<file path="src/rtl/rx_hs_pkg.sv">
package rx_hs_pkg;
  typedef enum logic [1:0] {
    ST_IDLE = 2'd0,
    ST_WAIT = 2'd1,
    ST_ACK  = 2'd2
  } rx_state_e;
endpackage

</file>
<file path="src/rtl/rx_hs_sync.sv">
module rx_hs_sync #(
  parameter int STAGES = 2
) (
  input  logic clk_i,
  input  logic rst_ni,
  input  logic d_i,
  output logic q_o
);
  logic [STAGES-1:0] chain_q;

  for (genvar g = 0; g < STAGES; g++) begin : g_stage
    always_ff @(posedge clk_i or negedge rst_ni) begin
      if (!rst_ni) chain_q[g] <= 1'b0;
      else if (g == 0) chain_q[g] <= d_i;
      else chain_q[g] <= chain_q[(g == 0) ? 0 : g-1];
    end
  end

  assign q_o = chain_q[STAGES-1];
endmodule

</file>
<file path="src/rtl/rx_hs_edge.sv">
module rx_hs_edge (
  input  logic clk_i,
  input  logic rst_ni,
  input  logic lvl_i,
  output logic rise_o
);
  logic lvl_q;

  always_ff @(posedge clk_i or negedge rst_ni) begin
    if (!rst_ni) lvl_q <= 1'b0;
    else         lvl_q <= lvl_i;
  end

  assign rise_o = lvl_i & ~lvl_q;
endmodule

</file>
<file path="src/rtl/rx_hs_ctrl.sv">
module rx_hs_ctrl
  import rx_hs_pkg::*;
(
  input  logic clk_i,
  input  logic rst_ni,
  input  logic rd_rise_i,
  input  logic req_s_i,
  input  logic accept_i,
  output logic ack_o,
  output logic stretch_o,
  output logic cap_o
);
  rx_state_e state_q, state_d;

  always_comb begin
    state_d = state_q;
    unique case (state_q)
      ST_IDLE: if (rd_rise_i) state_d = ST_WAIT;
      ST_WAIT: if (req_s_i && accept_i) state_d = ST_ACK;
      ST_ACK:  if (!req_s_i) state_d = ST_IDLE;
      default: state_d = ST_IDLE;
    endcase
  end

  always_ff @(posedge clk_i or negedge rst_ni) begin
    if (!rst_ni) state_q <= ST_IDLE;
    else         state_q <= state_d;
  end

  assign ack_o     = (state_q == ST_ACK);
  assign stretch_o = (state_q != ST_IDLE);
  // strobe on the edge that enters ST_ACK
  assign cap_o     = (state_q == ST_WAIT) && req_s_i && accept_i;
endmodule

</file>
<file path="src/rtl/rx_hs_dreg.sv">
module rx_hs_dreg #(
  parameter int DATA_W = 8
) (
  input  logic              clk_i,
  input  logic              rst_ni,
  input  logic              cap_i,
  input  logic [DATA_W-1:0] d_i,
  output logic [DATA_W-1:0] q_o,
  output logic              valid_o
);
  always_ff @(posedge clk_i or negedge rst_ni) begin
    if (!rst_ni) begin
      q_o     <= '0;
      valid_o <= 1'b0;
    end else begin
      valid_o <= cap_i;
      if (cap_i) q_o <= d_i;
    end
  end
endmodule

</file>
<file path="src/rtl/rx_hs_port.sv">
module rx_hs_port #(
  parameter int DATA_W      = 8,
  parameter int SYNC_STAGES = 2
) (
  input  logic              clk_i,
  input  logic              rst_ni,
  input  logic              rd_i,
  input  logic              out_accepted_i,
  input  logic              req_i,
  input  logic [DATA_W-1:0] data_i,
  output logic              ack_o,
  output logic              stretch_o,
  output logic [DATA_W-1:0] data_o,
  output logic              valid_o
);
  logic req_sync;
  logic rd_rise;
  logic cap;

  rx_hs_sync #(.STAGES(SYNC_STAGES)) u_sync (
    .clk_i(clk_i), .rst_ni(rst_ni), .d_i(req_i), .q_o(req_sync)
  );

  rx_hs_edge u_edge (
    .clk_i(clk_i), .rst_ni(rst_ni), .lvl_i(rd_i), .rise_o(rd_rise)
  );

  rx_hs_ctrl u_ctrl (
    .clk_i(clk_i), .rst_ni(rst_ni), .rd_rise_i(rd_rise),
    .req_s_i(req_sync), .accept_i(out_accepted_i),
    .ack_o(ack_o), .stretch_o(stretch_o), .cap_o(cap)
  );

  rx_hs_dreg #(.DATA_W(DATA_W)) u_dreg (
    .clk_i(clk_i), .rst_ni(rst_ni), .cap_i(cap), .d_i(data_i),
    .q_o(data_o), .valid_o(valid_o)
  );
endmodule

</file>
<file path="config.mk">
export PLATFORM = sky130hd
export DESIGN_NAME = rx_hs_port
export DESIGN_NICKNAME = d
export VERILOG_FILES = /design/src/rtl/rx_hs_pkg.sv /design/src/rtl/rx_hs_sync.sv /design/src/rtl/rx_hs_edge.sv /design/src/rtl/rx_hs_ctrl.sv /design/src/rtl/rx_hs_dreg.sv /design/src/rtl/rx_hs_port.sv
export SDC_FILE = /design/constraint.sdc
export NUM_CORES = 1
export LEC_CHECK = 0
export BUFFER_PORTS_ARGS = -buffer_cell sky130_fd_sc_hd__buf_2
export CORE_AREA = 4 4 41 43
export CTS_BUF_LIST = sky130_fd_sc_hd__clkbuf_8
export CTS_CLUSTER_SIZE = 8
export DETAILED_ROUTE_END_ITERATION = 8
export DIE_AREA = 0 0 45 47
export MAX_ROUTING_LAYER = met4
export PLACE_DENSITY = 0.72
export SYNTH_ARGS = -nofsm -noshare
export SYNTH_HDL_FRONTEND = slang
export SYNTH_HIERARCHICAL = 1
export SYNTH_SLANG_ARGS = --single-unit
</file>
<file path="constraint.sdc">
create_clock -name clk_i -period 2.1 [get_ports clk_i]
set_input_delay 0.315 -clock clk_i [delete_from_list [all_inputs] [get_ports clk_i]]
set_output_delay 0.315 -clock clk_i [all_outputs]
set_load 0.05 [all_outputs]
</file>
==> results.yml <==
status:
  status: "completed"
detailed_routing:
  top_layer: "met4"
  wl_met2_um: 511
  drtIter0Drc: 2
  dr_wl_met3_um: 88
  wl_per_cell_um: 13.51
  wl_met1_um: 344
  dr.pass1.iters: 2
  postRouteAntennaNets: 0
  via_count: 346
  avgViaCountPerCell: 4.873
  totalWireLength_um: 959
  drc: 0
job:
  maxCapViolCount: 0
critical_path:
  cp_data_arrival_time_ns: 1.12
  rr_startpoint: "u_ctrl/state_q[1]"
  cp-end-kind: "output pin"
  max_stage_delay_ns: 0.42
  crit_path_top_delay_cell: "dfrtp_1"
  worst-r2r-cell-count: 2
  crit_cells: 2
  path_buf_inv: 1
  timing.rr.end: "u_dreg/q_o[2]"
  path_cells: "nor2b_1 > buf_2"
  cpLargestDelayFamily: "flip-flops"
  startpoint_type: "flop"
  worstSetupPathType: "reg -> out"
  crit_fanout: 5
  required_ns: 1.78
  rrSetupSlack_ns: 0.80
floorplanning:
  pin_count: 24
  die_width_um: 45
  coreArea_mm2: 0.001301
  row_count: 13
  die-height_um: 47
  start_util: 0.4163
  die_area_mm2: 0.002115
sta:
  finClkSkew_ns: 0.001668
  setup_viol: 0
  rsz0062_at_grt: "no"
  post-route-period-util: 0.6840
  tns_ns: 0
  worstMarginPinSlew_ns: 0.3055
  timing.fmax_mhz: 696.2
  fin_crit_ns: 1.436
  slew_violations: 0
  hold_viol_final: 0
  maxSlewHeadroom: 0.7963
pwr:
  peakVddDrop_mv: 0.7604
  cellPowerDensity_mw_per_mm2: 1796
  leakage_uw: 0.0003744
clocking:
  root_buffer: "clkbuf_8"
  cts_resized: 0
  hold_buffers: 1
  cts_max_level: 1
  clock_latency_ns: 0.24
  numCtsBuffers: 3
  clk_pin_slew_ns: 0.05
  clk_path_buf_depth: 2
  cts_tree: "yes"
  post_cts_buffers: 0
  clock-sinks: 14
hold_path:
  min-delay-start: "req_i"
  hold_depth: 1
  hp-class: "in -> reg"
  min_to: "u_sync/chain_q[0]"
final_layout:
  drive_gt1_frac: 0.6429
  areaGrowthSynthToFinish_pct: 32.10
  final_cell_mix: "buf_2 (23), dfrtp_1 (14), mux2_4 (8)"
  n_antenna_cell: 0
  final_util: 0.5500
  nets: 71
  mostFrequentLayoutCell: "buf_2"
  finalNonFillerCells: 71
synthesis:
  synth_area_um2: 541.8
  netlist_instances: 30
  synth_nets: 43
  ys_warn_count: 6
  synth-seq-area-share: 0.6467
  yosysUniqueCellTypes: 10
  avgSynthCellArea_um2: 18.06
  ys_ff_latch: 14
grt:
  grt_antenna_before_repair: 0
  grt_max_degree: 15
  grt_pass1_wl_um: 1593
  grt-ovfl-total: 0
  grt_usage: 0.1183
  grt_pass1_vias: 383
place:
  dp_cells: 67
  dp_hpwl_um: 732.2
  port_buffers: 23
  place_congestion: 0.6536
[flip-flops by register name (all words and copies together), names as in the netlist]
name	flops
u_sync/q_o	1
u_ctrl/state_q	2
u_edge/lvl_q	1
u_dreg/valid_o	1
u_dreg/q_o	8
u_sync/chain_q	1
[where the power goes]
part | internal (uW) | total, uW | leakage [uW] | switching (uW)
registers | 369 | 428 | 0.000169 | 58.6
clock network | 127 | 211 | 0.0000216 | 84.8
logic | 209 | 646 | 0.000184 | 437
[cell families (layout without fill, tap and decap cells)]
family                 after synthesis  in the layout  synth area share
and+or+nand+nor                      5              5           0.08083
muxes                                8              8            0.2217
AOI/OAI and AO/OA                    2              2           0.03003
DFF                                 14             14            0.6467
buffers and inverters                1             27           0.02078
[routing by layer]
| layer | vias to the layer above | global-route usage |
|---|---|---|
| met5 | - | - |
| met2 | 16 | 0.2006 |
| met3 | 2 | 0.04981 |
| li1 | 155 | - |
| met4 | 0 | 0.08772 |
| met1 | 173 | 0.1039 |
[worst max path at each step]
stage | slack (ns) | endpoint | startpoint
floorplan | 0.66 | ack_o | u_ctrl/state_q[0]
global route | 0.61 | ack_o | u_ctrl/state_q[0]
finish | 0.66 | ack_o | u_ctrl/state_q[0]
global placement | 0.83 | u_dreg/q_o[2] | u_ctrl/state_q[1]
CTS | 0.66 | ack_o | u_ctrl/state_q[0]
detailed placement | 0.81 | u_dreg/q_o[0] | u_ctrl/state_q[1]
[cell usage after synthesis, drive strengths merged]
library cell / number / area (um2)
a21o: 1 / 7.510
and4b: 1 / 13.76
nor2b: 2 / 20.02
dfrtp: 14 / 350.3
nor2: 1 / 3.750
buf: 1 / 11.26
a311oi: 1 / 8.760
mux2: 8 / 120.1
or2: 1 / 6.260
[per-stage QoR]
step           hold slack, ns  area, um2  worst slack (ns)  power (uW)
3_5_place_dp           0.2223      664.4            0.8063        1082
5_1_grt                0.1801      715.7            0.6062        1346
4_1_cts                0.1794      715.7            0.6552        1299
3_3_place_gp           0.2168      664.4            0.8305        1071
6_report               0.1805      715.7            0.6636        1285
2_1_floorplan         0.01941      541.8            0.6568       945.6
[cell type report]
type,instances,area [um2]
Sequential cell,14,350.3
Fill cell,126,585.6
Timing Repair Buffer,24,125.1
Clock buffer,3,41.29
Tap cell,15,18.77
Multi-Input combinational cell,15,180.2
[worst reg2reg max path: stages, from the launching register on]
cell,delay (ns)
dfrtp_1,0.39
and4b_4,0.47
mux2_4,0.32
Power figures use the tool's default switching activity.
